## config.mk

```make
export PLATFORM = sky130hd
export DESIGN_NAME = ctl_ep_responder
export DESIGN_NICKNAME = d
export VERILOG_FILES = /design/src/rtl/ctl_ep_pkg.sv /design/src/rtl/ctl_ep_resp_decode.sv /design/src/rtl/ctl_ep_phase_fsm.sv /design/src/rtl/ctl_ep_dir_state.sv /design/src/rtl/ctl_ep_responder.sv
export SDC_FILE = /design/constraint.sdc
export NUM_CORES = 1
export LEC_CHECK = 0
export BUFFER_PORTS_ARGS = -buffer_cell sky130_fd_sc_hd__buf_2
export CAP_MARGIN = 20
export CORE_MARGIN = 5
export CORE_UTILIZATION = 40
export CTS_BUF_LIST = sky130_fd_sc_hd__clkbuf_4 sky130_fd_sc_hd__clkbuf_8
export DETAILED_ROUTE_END_ITERATION = 6
export PLACE_DENSITY = 0.7
export REMOVE_ABC_BUFFERS = 1
export SLEW_MARGIN = 20
export SYNTH_ARGS = -nofsm -noshare
export SYNTH_HDL_FRONTEND = slang
export SYNTH_SLANG_ARGS = --single-unit
```

## constraint.sdc

```tcl
create_clock -name clk -period 5.2 [get_ports clk]
set_clock_uncertainty 0.2 [all_clocks]
set_input_delay 1.04 -clock clk [delete_from_list [all_inputs] [get_ports clk]]
set_output_delay 1.04 -clock clk [all_outputs]
set_load 0.05 [all_outputs]
```

## src/rtl/ctl_ep_pkg.sv

```systemverilog
package ctl_ep_pkg;
    localparam int PID_W  = 3;
    localparam int NDIR   = 2;
    localparam int RESP_W = 9;

    localparam int DIR_OUT = 0;
    localparam int DIR_IN  = 1;

    typedef enum logic [PID_W-1:0] {
        PID_BAD0  = 3'd0,
        PID_SETUP = 3'd1,
        PID_IN    = 3'd2,
        PID_OUT   = 3'd3,
        PID_PING  = 3'd4,
        PID_BAD5  = 3'd5,
        PID_BAD6  = 3'd6,
        PID_BAD7  = 3'd7
    } pid_e;

    typedef enum logic [3:0] {
        RC_ACK    = 4'd0,
        RC_NAK    = 4'd1,
        RC_STALL  = 4'd2,
        RC_NYET   = 4'd3,
        RC_TX     = 4'd4,
        RC_BSERR  = 4'd5,
        RC_SYSERR = 4'd6,
        RC_BTO    = 4'd7,
        RC_IGNORE = 4'd8
    } rcode_e;

    typedef enum logic {
        ST_OPEN       = 1'b0,
        ST_SETUP_HELD = 1'b1
    } phase_e;
endpackage

```

## src/rtl/ctl_ep_resp_decode.sv

```systemverilog
module ctl_ep_resp_decode
    import ctl_ep_pkg::*;
(
    input  logic [PID_W-1:0] pid,
    input  logic             ep_enable,
    input  logic             lockout,
    input  logic             tx_underflow,
    input  logic             rx_overflow,
    input  logic             pkts_left,
    input  logic [NDIR-1:0]  stall,
    input  logic [NDIR-1:0]  prime,
    output rcode_e           code,
    output logic             take,
    output logic             setup_hit
);
    pid_e pid_t;
    logic out_blocked;
    logic in_blocked;

    assign pid_t       = pid_e'(pid);
    assign out_blocked = lockout | ~prime[DIR_OUT];
    assign in_blocked  = lockout | ~prime[DIR_IN];

    always_comb begin
        code      = RC_IGNORE;
        take      = 1'b0;
        setup_hit = 1'b0;
        if (!ep_enable) begin
            code = RC_BTO;
        end else begin
            unique case (pid_t)
                PID_SETUP: begin
                    if (rx_overflow) begin
                        code = RC_SYSERR;
                    end else begin
                        code      = RC_ACK;
                        setup_hit = 1'b1;
                    end
                end
                PID_IN: begin
                    if (stall[DIR_IN])      code = RC_STALL;
                    else if (in_blocked)    code = RC_NAK;
                    else if (tx_underflow)  code = RC_BSERR;
                    else                    code = RC_TX;
                end
                PID_OUT: begin
                    if (stall[DIR_OUT])                  code = RC_STALL;
                    else if (out_blocked || rx_overflow) code = RC_NAK;
                    else begin
                        code = pkts_left ? RC_ACK : RC_NYET;
                        take = 1'b1;
                    end
                end
                PID_PING: begin
                    if (stall[DIR_OUT])   code = RC_STALL;
                    else if (out_blocked) code = RC_NAK;
                    else                  code = RC_ACK;
                end
                default: code = RC_IGNORE;
            endcase
        end
    end
endmodule

```

## src/rtl/ctl_ep_phase_fsm.sv

```systemverilog
module ctl_ep_phase_fsm
    import ctl_ep_pkg::*;
(
    input  logic clk,
    input  logic rst_n,
    input  logic setup_hit,
    input  logic setup_clr,
    output logic setup_flag,
    output logic prime_ok
);
    phase_e state_q;
    phase_e state_d;

    always_comb begin
        state_d = state_q;
        unique case (state_q)
            ST_OPEN: begin
                if (setup_hit) state_d = ST_SETUP_HELD;
            end
            ST_SETUP_HELD: begin
                if (setup_clr && !setup_hit) state_d = ST_OPEN;
            end
            default: state_d = ST_OPEN;
        endcase
    end

    always_ff @(posedge clk or negedge rst_n) begin
        if (!rst_n) state_q <= ST_OPEN;
        else        state_q <= state_d;
    end

    always_comb begin
        setup_flag = 1'b0;
        prime_ok   = 1'b0;
        unique case (state_q)
            ST_OPEN:       prime_ok   = 1'b1;
            ST_SETUP_HELD: setup_flag = 1'b1;
            default:       prime_ok   = 1'b0;
        endcase
    end
endmodule

```

## src/rtl/ctl_ep_dir_state.sv

```systemverilog
module ctl_ep_dir_state (
    input  logic clk,
    input  logic rst_n,
    input  logic prime_req,
    input  logic prime_ok,
    input  logic xfer_done,
    input  logic stall_set,
    input  logic setup_hit,
    output logic prime_q,
    output logic stall_q
);
    always_ff @(posedge clk or negedge rst_n) begin
        if (!rst_n) begin
            prime_q <= 1'b0;
            stall_q <= 1'b0;
        end else begin
            if (setup_hit || xfer_done)      prime_q <= 1'b0;
            else if (prime_req && prime_ok)  prime_q <= 1'b1;

            if (setup_hit)                   stall_q <= 1'b0;
            else if (stall_set)              stall_q <= 1'b1;
        end
    end
endmodule

```

## src/rtl/ctl_ep_responder.sv

```systemverilog
module ctl_ep_responder
    import ctl_ep_pkg::*;
(
    input  logic              clk,
    input  logic              rst_n,
    input  logic              pkt_vld,
    input  logic [PID_W-1:0]  pkt_pid,
    input  logic              ep_enable,
    input  logic              setup_lockout,
    input  logic              tx_underflow,
    input  logic              rx_overflow,
    input  logic              pkts_left,
    input  logic [NDIR-1:0]   stall_set,
    input  logic [NDIR-1:0]   prime_req,
    input  logic [NDIR-1:0]   xfer_done,
    input  logic              setup_clr,
    output logic              resp_vld,
    output logic [RESP_W-1:0] resp,
    output logic              rx_take,
    output logic [NDIR-1:0]   prime_q,
    output logic [NDIR-1:0]   stall_q,
    output logic              setup_flag
);
    rcode_e code_c;
    logic   take_c;
    logic   setup_c;
    logic   setup_hit;
    logic   prime_ok;

    ctl_ep_resp_decode u_dec (
        .pid          (pkt_pid),
        .ep_enable    (ep_enable),
        .lockout      (setup_lockout),
        .tx_underflow (tx_underflow),
        .rx_overflow  (rx_overflow),
        .pkts_left    (pkts_left),
        .stall        (stall_q),
        .prime        (prime_q),
        .code         (code_c),
        .take         (take_c),
        .setup_hit    (setup_c)
    );

    assign setup_hit = pkt_vld & setup_c;

    ctl_ep_phase_fsm u_fsm (
        .clk        (clk),
        .rst_n      (rst_n),
        .setup_hit  (setup_hit),
        .setup_clr  (setup_clr),
        .setup_flag (setup_flag),
        .prime_ok   (prime_ok)
    );

    for (genvar d = 0; d < NDIR; d++) begin : g_dir
        ctl_ep_dir_state u_dir (
            .clk       (clk),
            .rst_n     (rst_n),
            .prime_req (prime_req[d]),
            .prime_ok  (prime_ok),
            .xfer_done (xfer_done[d]),
            .stall_set (stall_set[d]),
            .setup_hit (setup_hit),
            .prime_q   (prime_q[d]),
            .stall_q   (stall_q[d])
        );
    end

    always_ff @(posedge clk or negedge rst_n) begin
        if (!rst_n) begin
            resp_vld <= 1'b0;
            resp     <= '0;
            rx_take  <= 1'b0;
        end else begin
            resp_vld <= pkt_vld;
            resp     <= pkt_vld ? (RESP_W'(1) << code_c) : '0;
            rx_take  <= pkt_vld & take_c;
        end
    end
endmodule

```

* Word-level counts from Yosys, hierarchy flattened
Cells that the tools add are included.
** Word-level totals
- Register bits after elaboration :: 16
- Bits of input ports :: 18
- Output and inout bits :: 16
- Word-level logic and storage cells :: 63
** Cells by class
- Equality and inequality tests :: 4
- Shift-type cells :: 1
- Muxes and demuxes :: 32
- Bitwise logic cells :: 7
- Reduce and logical (&&, ||, !) cells :: 11
** Operator list (count)
- 4-bit two-way mux :: 6
- 1-bit two-way mux :: 21
- 4-bit case mux with 4 select lines :: 1
- 9-bit two-way mux :: 1
- 1-bit by 4-bit << shifter with 9-bit output, first input constant :: 1
- 2-bit nonzero test :: 4
- 3-bit by 2-bit equality test with 1-bit output, second input constant :: 2
- 3-bit by 1-bit equality test with 1-bit output, second input constant :: 1
- 3-bit equality test, second input constant :: 1
- 1-bit logical AND :: 3
- 1-bit logical OR :: 3
- 3-bit two-way mux :: 1
- 1-bit inverter :: 3
- 1-bit AND :: 2
- 2-bit two-way mux :: 1
- 1-bit OR :: 2
- 1-bit case mux with 2 select lines :: 1
- 1-bit zero test :: 1

* Depth between registers and ports, before layout
- Depth after elaboration :: 9
- Gate-level depth with buffers :: 5
- Mapped depth without buffers :: 4

* Modules after synthesis
Synthesis repeated with hierarchy kept, for this count alone.
** Unflattened totals
- Cells, all modules :: 69
- Area total of the unflattened synthesis :: 759.5 um2
** Modules (own cells, without submodules)
- ctl_ep_responder :: instances 1, cells each 28, area an instance 371.6 um2, sequential area each 275.3 um2
- ctl_ep_resp_decode :: instances 1, cells each 26, area an instance 195.2 um2, sequential area each 0.0 um2
- ctl_ep_dir_state :: instances 2, cells each 6, area an instance 76.3 um2, sequential area each 50.0 um2
- ctl_ep_phase_fsm :: instances 1, cells each 3, area an instance 40.0 um2, sequential area each 25.0 um2

* Least setup slack after synthesis
No wires, ideal clock.
- Path type :: input port to flip-flop
- From :: in pkt_pid[0]
- To :: reg resp[0]
- Setup time :: 0.131 ns
- Arrival :: 2.106 ns
- Data required time :: 4.869 ns
- Setup slack :: 2.763 ns
- Stages :: 4
- Path buffers :: 0
- Path through :: or4b_4 -> or3b_4 -> nand4_1 -> nor2_1
** On the way
- Longest elaborated chain between the ends :: 5
- Elaborated cells on any way between the ends :: 8
- Classes of those cells :: eq/ne (4); shift (1); mux (3)
** Ends and longest elaborated chain
- from (decl) :: line ctl_ep_responder.sv:7 : input logic [PID_W-1:0] pkt_pid,
- 3-bit equality test (tied with other cells) :: line ctl_ep_resp_decode.sv:31 : unique case (pid_t)
- 4-bit case mux with 4 select lines (*) :: line ctl_ep_resp_decode.sv:31
- 4-bit two-way mux (*) :: line ctl_ep_resp_decode.sv:28 : if (!ep_enable) begin
- 1-bit by 4-bit << shifter with 9-bit output (*) :: line ctl_ep_responder.sv:76 : resp <= pkt_vld ? (RESP_W'(1) << code_c) : '0;
- 9-bit two-way mux (*) :: line ctl_ep_responder.sv:76
- to (signal assigned) :: line ctl_ep_responder.sv:76
- to (decl) :: line ctl_ep_responder.sv:18 : output logic [RESP_W-1:0] resp,
Mark *: on every way between the ends. The rest lies on a longest branch, timed or not.
A chain may end at the register's enable or synchronous reset.

* Worst setup path after layout
- From :: in pkt_pid[0]
- To :: reg resp[5]
Same word-level chain as after synthesis.

==> flow_summary.yaml <==
worst_hold_path:
  worstHoldStart: "g_dir[1].u_dir.stall_q"
  hold_path_class: "reg -> reg"
sta:
  period_minus_slack_ns: 2.34
  rsz0062_at_grt: "false"
  hold_viol: 0
  final.setup.tns_ns: 0
  tightestPinTransition_ns: 0.348
  setup_violations: 0
  fin_crit_sh: 0.450
  slew_headroom: 0.768
  slew_violations: 0
  fmax_ghz: 0.428
setup_path:
  crit_arrival_ns: 2.33
  rr_startpoint: "g_dir[1].u_dir.stall_q"
  crit_type: "in -> reg"
  worstPathRequired_ns: 5.19
  cp-startpoint: "pkt_pid[0]"
  cp_max_fo: 9
  start_kind: "input port"
  cp-end-kind: "register"
floorplanning:
  core_area_sq_mm: 0.00175
  die_h_um: 53.0
  dieArea_sq_mm: 0.00281
  die_w_um: 53.0
  io_pins: 34
  start_util: 0.424
  rows: 15
power_and_ir_drop:
  irDropWorstVdd_mv: 0.178
  power_switching_mw: 0.0636
  power_frac_seq: 0.561
  p_int_mw: 0.169
  power_density_mw_per_mm2: 251
  power_frac_comb: 0.184
  swShare: 0.274
  p_clk_frac: 0.255
  p_leak_nw: 0.458
layout:
  final_common_cell: "buf_2"
  area_growth_pct: 25.0
  fin_util: 0.530
  drive_gt1_frac: 0.396
  insertedDiodeCount: 0
  nets: 121
  layout_common_cells: "33 x buf_2, 16 x dfrtp_1, 9 x nor2_1"
route:
  met1_length_um: 684
  top_layer_used: "met3"
  wirelength_mm: 1.55
  wl_per_cell_um: 12.3
  wl_met2_um: 706
  route.met3.wl_um: 160
  viasPerCell: 4.95
  dr.pass1.iters: 4
  ant_nets: 0
  vias: 624
  dr.first_iter.drc_count: 14
  route.detailed.drc: 0
cts:
  h-tree-depth: 1
  cts_hold_buf: 0
  cts_made_buffers: 3
  worstSkewPairLatency_ns: 0.27
  clockBufferDepth: 2
  cts_setup_buffers: 0
  cts_tree: "done"
  clkTransAtPathRegs_ns: 0.08
  post_cts_resized: 0
  cts_root_buf: "clkbuf_4"
  clock_sinks: 16
placed_design:
  gp_congestion: 0.732
  io_buffer_count: 33
  dp_hpwl_mm: 1.27
synthesis:
  synth_seq_cells: 16
  yosysWarnings: 0
  syn_inst: 70
  syn_area_sq_um: 739
  yosysSeqAreaShare: 0.541
  yosysUniqueCellTypes: 29
  syn_area_per_cell_sq_um: 10.6
flow_run:
  maxCapViolCount: 0
outcome:
  status: "finished clean"
global_route:
  grt_max_degree: 17
  antenna_found_initial: 0
  grt_pass1_vias: 615
  overflow: 0
  grt_pass1_wl_mm: 2.60
  grt_use_total: 0.131
final timing paths:
| kind | to | slack (ns) | depth (start not counted) |
|---|---|---|---|
| min | g_dir[1].u_dir.stall_q | 0.37 | 2 |
| max reg2reg | resp[5] | 3.39 | 3 |
| max | resp[5] | 2.86 | 4 |
| min reg2reg | g_dir[1].u_dir.stall_q | 0.37 | 2 |
| min in group asynchronous | resp[6] | 0.46 | 1 |
| max in group asynchronous | rx_take | 4.08 | 1 |
routing by layer:
| layer | global-route usage | vias to the layer above |
|---|---|---|
| li1 | - | 315 |
| met1 | 0.153 | 278 |
| met2 | 0.211 | 31 |
| met3 | 0.0563 | 0 |
| met4 | 0.0511 | 0 |
| met5 | 0 | - |
final cells by class:
type	count	area (sq um)
clock buffers	3	22.5
fillers	179	821
inverters	2	7.51
multi-input cells	47	298
flip-flops and latches	16	400
well taps	25	31.3
repair buffers	33	165
per-stage QoR:
stage	instance area [sq um]	power (mW)	setup WS (ns)	std cells	hold slack [ns]
global route	925	0.247	2.84	126	0.422
detailed placement	902	0.176	2.57	123	0.350
global placement	902	0.175	2.58	123	0.332
floorplan	706	0.158	2.76	65	0.544
finish	925	0.232	2.86	126	0.365
CTS	925	0.236	2.86	126	0.369
cell families after synthesis:
kind of cell           after synthesis  share of synthesized area
DFF                                 16                      0.541
buffers and inverters                7                     0.0558
AOI/OAI and AO/OA                   13                      0.120
and+or+nand+nor                     34                      0.283
Yosys cell counts:
library cell / instances / area, sq um
dfrtp_1: 16 / 400
nor2_1: 9 / 33.8
a21oi_1: 4 / 20.0
buf_4: 4 / 30.0
nand2_1: 4 / 15.0
nor3_1: 4 / 20.0
and2_1: 3 / 18.8
nor3b_1: 3 / 22.5
inv_1: 2 / 7.51
o21ai_0: 2 / 10.0
a21boi_0: 1 / 7.51
a22oi_1: 1 / 7.51
and3b_1: 1 / 8.76
and4bb_2: 1 / 12.5
clkbuf_1: 1 / 3.75
nand2b_1: 1 / 6.26
nand4_1: 1 / 6.26
nand4bb_1: 1 / 11.3
nor2b_1: 1 / 6.26
nor4_1: 1 / 6.26
nor4bb_1: 1 / 10.0
o221a_2: 1 / 11.3
o221ai_1: 1 / 8.76
o22ai_1: 1 / 6.26
o311a_1: 1 / 10.0
o31ai_1: 1 / 7.51
or3_1: 1 / 6.26
or3b_4: 1 / 11.3
or4b_4: 1 / 13.8
power groups by stage:
| stage | logic [mW] | registers, mW | clock network (mW) |
|---|---|---|---|
| 2_1_floorplan | 0.0113 | 0.146 | 0 |
| 3_3_place_gp | 0.0425 | 0.133 | 0 |
| 3_5_place_dp | 0.0429 | 0.133 | 0 |
| 4_1_cts | 0.0430 | 0.130 | 0.0629 |
| 5_1_grt | 0.0464 | 0.131 | 0.0700 |
| 6_report | 0.0426 | 0.130 | 0.0592 |
registers in the layout, summed over array words and instances, names as in the netlist:
register,count
resp,9
g_dir.u_dir.prime_q,2
g_dir.u_dir.stall_q,2
resp_vld,1
rx_take,1
u_fsm.state_q,1
worst max-delay path, cell delays in order:
cell    delay, ns
buf_2        0.14
or4b_4       0.55
or3b_4       0.41
nor3_1       0.19
Note: power is estimated with default switching activity, not from simulation.
